--- config.mk ---
export PLATFORM = sky130hd
export DESIGN_NAME = ccmp_flag_unit
export DESIGN_NICKNAME = d
export VERILOG_FILES = /design/src/rtl/ccf_pkg.sv /design/src/rtl/ccf_cond_eval.sv /design/src/rtl/ccf_alu.sv /design/src/rtl/ccf_flag_sel.sv /design/src/rtl/ccmp_flag_unit.sv
export SDC_FILE = /design/constraint.sdc
export NUM_CORES = 1
export LEC_CHECK = 0
export BUFFER_PORTS_ARGS = -buffer_cell sky130_fd_sc_hd__buf_2
export CAP_MARGIN = 20
export CELL_PAD_IN_SITES_DETAIL_PLACEMENT = 0
export CELL_PAD_IN_SITES_GLOBAL_PLACEMENT = 1
export CORE_UTILIZATION = 43
export CTS_BUF_LIST = sky130_fd_sc_hd__clkbuf_16
export CTS_CLUSTER_DIAMETER = 50
export DETAILED_ROUTE_END_ITERATION = 10
export PLACE_DENSITY = 0.95
export SETUP_SLACK_MARGIN = 0.5
export SLEW_MARGIN = 20
export SYNTH_ARGS = -nofsm -noshare
export SYNTH_HDL_FRONTEND = slang
export SYNTH_SLANG_ARGS = --single-unit
--- constraint.sdc ---
create_clock -name clk -period 8.15 [get_ports clk]
set_clock_uncertainty 0.15 [all_clocks]
set_input_delay 2.445 -clock clk [delete_from_list [all_inputs] [get_ports clk]]
set_output_delay 2.445 -clock clk [all_outputs]
set_load 0.01 [all_outputs]
--- src/rtl/ccf_pkg.sv ---
package ccf_pkg;

    typedef struct packed {
        logic of;
        logic sf;
        logic zf;
        logic cf;
    } ccf_flags_t;

    typedef enum logic [2:0] {
        OPC_CMP = 3'd0,
        OPC_ADD = 3'd1,
        OPC_SUB = 3'd2,
        OPC_AND = 3'd3,
        OPC_OR  = 3'd4
    } ccf_op_e;

    // Condition base (code[3:1]); code[0] inverts the base test.
    typedef enum logic [2:0] {
        CB_OVF   = 3'd0,
        CB_CARRY = 3'd1,
        CB_ZERO  = 3'd2,
        CB_BELEQ = 3'd3,
        CB_SIGN  = 3'd4,
        CB_ALWAYS = 3'd5,
        CB_LESS  = 3'd6,
        CB_LESSEQ = 3'd7
    } ccf_cbase_e;

    function automatic logic op_is_alu(input logic [2:0] op);
        return (op >= 3'd1) && (op <= 3'd4);
    endfunction

    function automatic logic op_is_known(input logic [2:0] op);
        return op <= 3'd4;
    endfunction

endpackage

--- src/rtl/ccf_cond_eval.sv ---
module ccf_cond_eval
    import ccf_pkg::*;
(
    input  logic [3:0] cond,
    input  ccf_flags_t cur,
    output logic       holds
);
    ccf_cbase_e base;
    logic       base_true;

    always_comb begin
        base = ccf_cbase_e'(cond[3:1]);
        case (base)
            CB_OVF:    base_true = cur.of;
            CB_CARRY:  base_true = cur.cf;
            CB_ZERO:   base_true = cur.zf;
            CB_BELEQ:  base_true = cur.cf | cur.zf;
            CB_SIGN:   base_true = cur.sf;
            CB_ALWAYS: base_true = 1'b1;
            CB_LESS:   base_true = cur.sf ^ cur.of;
            CB_LESSEQ: base_true = cur.zf | (cur.sf ^ cur.of);
            default:   base_true = 1'b0;
        endcase
        holds = base_true ^ cond[0];
    end
endmodule

--- src/rtl/ccf_alu.sv ---
module ccf_alu
    import ccf_pkg::*;
#(
    parameter int DW = 64,
    parameter int NW = DW / 2
) (
    input  logic [2:0]    op,
    input  logic [DW-1:0] a,
    input  logic [DW-1:0] b,
    input  logic          wide,
    output logic [DW-1:0] res,
    output ccf_flags_t    flg
);
    localparam int HI = DW - NW;

    logic [DW-1:0] mask;
    logic [DW-1:0] a_m, b_m, raw;
    logic [DW:0]   sum_x, dif_x;
    logic          sa, sb, sr, cy, bw;

    // Width mask built bit by bit from the selected width.
    for (genvar i = 0; i < DW; i++) begin : g_mask
        if (i < NW) begin : g_lo
            assign mask[i] = 1'b1;
        end else begin : g_hi
            assign mask[i] = wide;
        end
    end

    always_comb begin
        a_m   = a & mask;
        b_m   = b & mask;
        sum_x = {1'b0, a_m} + {1'b0, b_m};
        dif_x = {1'b0, a_m} - {1'b0, b_m};
        cy    = wide ? sum_x[DW] : sum_x[NW];
        bw    = wide ? dif_x[DW] : dif_x[NW];
        sa    = wide ? a_m[DW-1] : a_m[NW-1];
        sb    = wide ? b_m[DW-1] : b_m[NW-1];

        case (op)
            OPC_ADD: raw = sum_x[DW-1:0];
            OPC_AND: raw = a_m & b_m;
            OPC_OR:  raw = a_m | b_m;
            default: raw = dif_x[DW-1:0];
        endcase
        res = raw & mask;
        sr  = wide ? res[DW-1] : res[NW-1];

        flg.sf = sr;
        flg.zf = (res == '0);
        case (op)
            OPC_ADD: begin
                flg.cf = cy;
                flg.of = (sa == sb) && (sr != sa);
            end
            OPC_AND, OPC_OR: begin
                flg.cf = 1'b0;
                flg.of = 1'b0;
            end
            default: begin
                flg.cf = bw;
                flg.of = (sa != sb) && (sr != sa);
            end
        endcase
    end

    logic unused_hi;
    assign unused_hi = ^{HI};
endmodule

--- src/rtl/ccf_flag_sel.sv ---
module ccf_flag_sel
    import ccf_pkg::*;
(
    input  logic       in_valid,
    input  logic [2:0] op,
    input  logic       cond_ok,
    input  logic       no_flags,
    input  ccf_flags_t alu_flags,
    input  logic [3:0] dflt,
    output ccf_flags_t next_flags,
    output logic       flag_we,
    output logic       res_we
);
    always_comb begin
        next_flags = alu_flags;
        flag_we    = 1'b0;
        res_we     = 1'b0;
        if (in_valid && op_is_known(op)) begin
            if (op == OPC_CMP) begin
                flag_we = 1'b1;
                if (!cond_ok) begin
                    next_flags = ccf_flags_t'(dflt);
                end
            end else begin
                res_we  = 1'b1;
                flag_we = !no_flags;
            end
        end
    end
endmodule

--- src/rtl/ccmp_flag_unit.sv ---
module ccmp_flag_unit
    import ccf_pkg::*;
#(
    parameter int DW = 64
) (
    input  logic          clk,
    input  logic          rst,
    input  logic          in_valid,
    input  logic [2:0]    op_sel,
    input  logic [DW-1:0] op_a,
    input  logic [DW-1:0] op_b,
    input  logic [3:0]    cond,
    input  logic [3:0]    dflt,
    input  logic          no_flags,
    input  logic          wide,
    output logic          out_valid,
    output logic [3:0]    flags_q,
    output logic [DW-1:0] result
);
    ccf_flags_t    flg_r, flg_n, alu_f;
    logic [DW-1:0] alu_res, res_r;
    logic          cond_ok, flag_we, res_we, vld_r;

    ccf_cond_eval u_cond (
        .cond  (cond),
        .cur   (flg_r),
        .holds (cond_ok)
    );

    ccf_alu #(.DW(DW)) u_alu (
        .op   (op_sel),
        .a    (op_a),
        .b    (op_b),
        .wide (wide),
        .res  (alu_res),
        .flg  (alu_f)
    );

    ccf_flag_sel u_sel (
        .in_valid   (in_valid),
        .op         (op_sel),
        .cond_ok    (cond_ok),
        .no_flags   (no_flags),
        .alu_flags  (alu_f),
        .dflt       (dflt),
        .next_flags (flg_n),
        .flag_we    (flag_we),
        .res_we     (res_we)
    );

    always_ff @(posedge clk) begin
        if (rst) begin
            flg_r <= '0;
            res_r <= '0;
            vld_r <= 1'b0;
        end else begin
            vld_r <= in_valid;
            if (flag_we) flg_r <= flg_n;
            if (res_we)  res_r <= alu_res;
        end
    end

    assign out_valid = vld_r;
    assign flags_q   = flg_r;
    assign result    = res_r;
endmodule

==> results.yml, run 1 <==
flow_run:
  cap_violations: 0
clocking:
  cts_tree: "done"
  clock-root-buffer: "clkbuf_16"
  cts.path.max_buffers: 2
  worstSkewPairLatency_ps: 350
  post_cts_buffers: 0
  path_clk_slew_ps: 60
  holdBufCountCts: 0
  cts_max_level: 3
  clkSinkCount: 69
  cts_made_buffers: 9
  post_cts_resized: 0
placement:
  gp_congestion: 1.01
  placed_cell_area_mm2: 0.0162
  port-buffer-count: 212
  hpwl_mm: 55.2
floorplan:
  io_pins: 213
  die_w_um: 187
  dieHeight_um: 187
  start_util_pct: 43.8
  rows: 67
  core_mm2: 0.0336
  dieArea_mm2: 0.0350
routing:
  dr.pass1.iters: 6
  route.detailed.drc: 0
  avgRoutedWirePerCell_um: 24.7
  first_iter_violations: 2150
  wirelength_mm: 69.1
  vias: 18100
  via_per_inst: 6.47
  antenna_left: 0
sta:
  rsz0062_at_grt: "false"
  drv_slew: 0
  hold_violations: 0
  setup-tns-final_ps: 0
  post-route-min-period_ps: 7190
  max_slew.worst_pin.slew_ps: 1060
  relSlewSlack_pct: 29.0
  setup_viol: 0
  timing.fmax_mhz: 139
  finalCritPeriodShare_pct: 88.2
pwr:
  peakVddDrop_v: 0.000107
  combPwrFrac_pct: 58.3
  power_switching_share_pct: 48.7
  clock_power_share_pct: 22.6
  p_per_area_mw_per_mm2: 119
  switchingPower_uw: 954
  seq_power_share_pct: 19.1
  intPower_mw: 1.01
  p_leak_nw: 7.42
status:
  status: "finished, final reports clean"
synth:
  ys.flop_type: "dfxtp_1"
  avgSynthCellArea_um2: 6.68
  netlist_area_mm2: 0.0147
  yosysUniqueCellTypes: 101
  synth-seq-cells: 69
  seq_area_frac_synth_pct: 9.38
  synthArstFlopShare_pct: 0
  synthCells: 2205
  syn_nets: 2543
  synth_edf_count: 0
  yosys_warnings: 0
finish:
  final_layout_size_suffix_gt1_share_pct: 14.7
  finalInstanceArea_mm2: 0.0165
  layout.nets: 2682
  areaGrowthSynthToFinish_pct: 12.4
  mostFrequentLayoutCell: "nand2_1"
  layout_common_cells: "247 x nand2_1, 240 x a21oi_1, 214 x inv_1, 211 x buf_2, 192 x ha_1"
critical_path:
  crit_family: "simple AND/OR/NAND/NOR gates"
  worst-path-buf-inv: 2
  start_kind: "input port"
  worstPathMaxFanout: 48
  r2r_slack_ps: 3860
  critPathSlowestCell: "nor3_1"
  crit_type: "in -> reg"
  crit_path_max_incr_delay_ps: 740
  critPathArrivalTime_ps: 7300
  crit_chain: "clkbuf_4, nand2_1, ha_1, inv_1, a21oi_1, a21boi_0, o31ai_1, a31oi_1, nor3_1, nor3b_1, a311o_1, o2111ai_1, or4b_1, nor4_2, nand4bb_1, o31ai_2"
  critPathCaptureType: "flop"
  required_ps: 8260
global_routing:
  grt_max_degree: 71
  grt_first_pass_wirelength_mm: 104
  gr-total-overflow: 0
  grt_util_all_layers_pct: 38.4
  antenna_found_initial: 1
  grt_pass1_vias: 17400
worst_hold_path:
  hp-class: "reg -> reg"
[power groups by stage]
stage / registers [mW] / clock network (mW) / logic, mW
5_1_grt: 0.375 / 0.461 / 1.22
4_1_cts: 0.374 / 0.444 / 1.11
6_report: 0.374 / 0.443 / 1.14
3_3_place_gp: 0.380 / 0 / 1.10
2_1_floorplan: 0.385 / 0 / 0.709
3_5_place_dp: 0.381 / 0 / 1.10
[per-stage QoR]
step	util (%)	power (mW)	instances	hold slack [ps]	worst slack, ps
floorplan	-	1.09	2205	331	1160
global placement	48.2	1.48	2781	290	404
CTS	49.2	1.93	2797	304	700
detailed placement	48.2	1.48	2781	295	374
finish	49.2	1.96	2798	302	963
global route	49.2	2.06	2797	327	667
[path summary, 6_finish.rpt]
| kind | endpoint | startpoint | cells past startpoint |
|---|---|---|---|
| worst max-delay path | flags_q[1] | wide | 16 |
| worst min-delay path | result[11] | result[11] | 2 |
| worst max register to register | flags_q[1] | flags_q[1] | 13 |
| worst min register to register | result[11] | result[11] | 2 |
[kinds of logic (layout without fill, tap and decap cells)]
logic type	after synthesis	after routing	synth area share [%]
multiplexers	19	19	1.32
flip-flops	69	69	9.38
buffers and inverters	350	494	9.19
AO/OA/AOI/OAI	766	766	35.7
AND/OR/NAND/NOR	766	766	25.4
other	0	1	0
adder cells (fa/ha/maj)	194	194	16.6
XOR/XNOR	41	41	2.44
[area by class of cell]
| type | instances | area [um2] |
|---|---|---|
| Antenna cell | 1 | 2.50 |
| Clock buffer | 9 | 225 |
| Clock inverter | 7 | 91.3 |
| Fill cell | 3550 | 17100 |
| Inverter | 215 | 807 |
| Multi-Input combinational cell | 1786 | 12000 |
| Sequential cell | 69 | 1380 |
| Tap cell | 448 | 561 |
| Timing Repair Buffer | 263 | 1450 |
[worst register-to-register path, cell delays in order, from the launching register on]
cell       delay [ps]
dfxtp_1           380
nand2b_1          180
a22o_1            220
a221oi_1          380
mux2i_1           290
nor4_1            430
nand4_1           170
nor4_1            560
o2111ai_1         200
nor4_1            460
nand4_1           180
nor4_2            260
nand4bb_1         150
o31ai_2           200
[sequential cells by signal (all words and copies together) (netlist names)]
name	count
flags_q	4
out_valid	1
result	64
[cell usage after synthesis, types with 19 or more instances]
| cell | count | share of area [%] |
|---|---|---|
| o21ai_0 | 109 | 3.7 |
| a31oi_1 | 26 | 1.1 |
| clkbuf_1 | 96 | 2.4 |
| ha_1 | 192 | 16 |
| nor2_1 | 181 | 4.6 |
| xnor2_1 | 37 | 2.2 |
| a221oi_1 | 26 | 1.5 |
| nand4_1 | 37 | 1.6 |
| a211oi_1 | 36 | 1.8 |
| inv_1 | 213 | 5.4 |
| nor2b_1 | 29 | 1.2 |
| dfxtp_1 | 69 | 9.4 |
| o211ai_1 | 30 | 1.5 |
| a21oi_1 | 240 | 8.2 |
| and2_1 | 49 | 2.1 |
| nor3_1 | 46 | 1.6 |
| nor4_1 | 42 | 1.8 |
| buf_2 | 19 | 0.65 |
| nand2_1 | 247 | 6.3 |
| o21bai_1 | 24 | 1.2 |
| a21o_1 | 19 | 0.97 |
| nand3_1 | 39 | 1.3 |
| o31ai_1 | 37 | 1.9 |
| o21a_1 | 20 | 1.0 |
| nand2b_1 | 21 | 0.89 |
[per-layer routing]
metal / global-route usage (%) / part of all wire (%) / up-vias
li1: - / - / 8282
met1: 49.7 / 42 / 8613
met2: 61.8 / 44 / 1008
met3: 5.76 / 8.5 / 194
met4: 19.6 / 5.9 / 0
met5: 0 / 0 / -
Power figures use the tool's default switching activity.
==> run 2, diff against run 1 <==
- CORE_UTILIZATION: 43 -> 28
- PLACE_DENSITY: 0.95 -> 0.71
==> results.yml, run 2 (synthesis results as in run 1) <==
critical_path:
  r2r_cells: 13
  required_ps: 8270
  worst-path-buf-inv: 1
  crit_family: "simple AND/OR/NAND/NOR gates"
  start_kind: "input port"
  critPathSlowestCell: "ha_1"
  critPathCaptureType: "flop"
  r2r_slack_ps: 4120
  crit_path_max_incr_delay_ps: 720
  worst_path_most_repeated_cell: "nand2_1"
  crit_chain: "buf_2, nand2_1, ha_1, nand2_1, or4_1, nand2b_1, o221ai_1, o2111ai_2, o211ai_1, and2_1, o41ai_1, or4b_1, nor4_2, nand4bb_1, o31ai_2"
  critPathArrivalTime_ps: 7450
  r2r_end: "flags_q[1]"
  worstPathMaxFanout: 34
  r2r_start: "flags_q[1]"
  crit_type: "in -> reg"
worst_hold_path:
  hp-class: "reg -> reg"
  min_to: "result[11]"
  hold_depth: 2
  hp-start: "result[11]"
sta:
  holdWs_ps: 307
  timing.fmax_mhz: 136
  max_slew.worst_pin.slew_ps: 1160
  hold_violations: 0
  relSlewSlack_pct: 21.9
  finalCritPeriodShare_pct: 90.0
  post-route-min-period_ps: 7330
  worst_slack_ps: 819
  rsz0062_at_grt: "false"
  setup_viol: 0
  drv_slew: 0
  setup-tns-final_ps: 0
routing:
  route.detailed.drc: 0
  first_iter_violations: 1916
  vias: 18000
  via_per_inst: 5.93
  antenna_left: 0
  avgRoutedWirePerCell_um: 24.3
  wirelength_mm: 73.7
  dr.pass1.iters: 5
floorplan:
  core_mm2: 0.0516
  start_util_pct: 28.5
  io_pins: 213
  dieArea_mm2: 0.0535
  dieHeight_um: 231
  rows: 83
  die_w_um: 231
placement:
  gp_congestion: 1.03
  place_ws_ps: 347
  placed_cell_area_mm2: 0.0165
  hpwl_mm: 60.1
  port-buffer-count: 212
clocking:
  cts_tree: "done"
  clock-root-buffer: "clkbuf_16"
  cts_max_level: 3
  cts.path.max_buffers: 2
  post_cts_buffers: 0
  path_clk_slew_ps: 60
  cts_made_buffers: 9
  clkSinkCount: 69
  worstSkewPairLatency_ps: 350
global_routing:
  grt_util_all_layers_pct: 26.8
  grt_pass1_vias: 17400
  grt_max_degree: 72
  antenna_found_initial: 0
  grt_first_pass_wirelength_mm: 110
  gr-total-overflow: 0
finish:
  areaGrowthSynthToFinish_pct: 14.3
  largest_register_ffs: 64
  final_util_pct: 32.6
  finalInstanceArea_mm2: 0.0168
  final_layout_size_suffix_gt1_share_pct: 14.7
  layout.nets: 2682
  mostFrequentLayoutCell: "nand2_1"
  layout_common_cells: "247 x nand2_1, 240 x a21oi_1, 213 x inv_1, 212 x buf_2, 192 x ha_1"
flow_run:
  cap_violations: 0
pwr:
  p_leak_nw: 7.41
  p_per_area_mw_per_mm2: 116
  peakVddDrop_v: 0.000103
status:
  status: "finished, final reports clean"
## run 2: cell types whose count changed in the layout (fill, tap and decap cells not counted), sizes merged
| cell | before | now |
|---|---|---|
| clkinv | 4 | 5 |
| bufinv | 2 | 1 |
| buf | 262 | 263 |
| clkbuf | 10 | 9 |
## run 2: area by class of cell
| class | count | area (um2) |
|---|---|---|
| inverter | 215 | 807 |
| clock inverter | 7 | 73.8 |
| sequential | 69 | 1380 |
| clock buffer | 9 | 225 |
| multi-input combinational | 1786 | 12000 |
| tap | 680 | 851 |
| antenna | 1 | 2.50 |
| fill | 5716 | 34800 |
| timing repair buffer | 263 | 1460 |
## run 2: through the flow
| stage | power, mW | instances |
|---|---|---|
| floorplan | 1.09 | 2205 |
| global placement | 1.52 | 3013 |
| detailed placement | 1.52 | 3013 |
| CTS | 1.93 | 3029 |
| global route | 2.06 | 3029 |
| finish | 1.95 | 3030 |
## run 2: repair_timing
action,in CTS,in global routing
gates resized for setup,0,2
endpoints found under the setup margin,0,3
hold buffers,0,0
## run 2: worst max-delay path by stage
| stage | start | endpoint | depth (start not counted) | slack [ps] |
|---|---|---|---|---|
| after detailed placement | wide | flags_q[1] | 16 | 350 |
| final | wide | flags_q[1] | 15 | 820 |
| after CTS | wide | flags_q[1] | 16 | 720 |
| after global routing | wide | flags_q[1] | 16 | 570 |
| after global placement | wide | flags_q[0] | 15 | 320 |
| after floorplan | wide | flags_q[1] | 19 | 1160 |
## run 2: metal layers
metal	wire length, um	global-route usage [%]	share of wire, %	vias up
met5	0	0	0	-
met4	3570	12.1	4.8	0
met3	5060	3.22	6.9	165
met2	33900	44.4	46	813
met1	31100	34.5	42	8720
li1	-	-	-	8267
## run 2: worst register-to-register path: cells and delay by family (launching register included)
family / cells / cell delay, ps
AOI/OAI and AO/OA: 4 / 970
DFF: 1 / 360
muxes: 1 / 320
and+or+nand+nor: 8 / 2150
## run 2: power breakdown
group / total, mW / internal, mW / switching (mW)
Clock: 0.406 / 0.238 / 0.168
Combinational: 1.17 / 0.385 / 0.789
Sequential: 0.372 / 0.358 / 0.0135
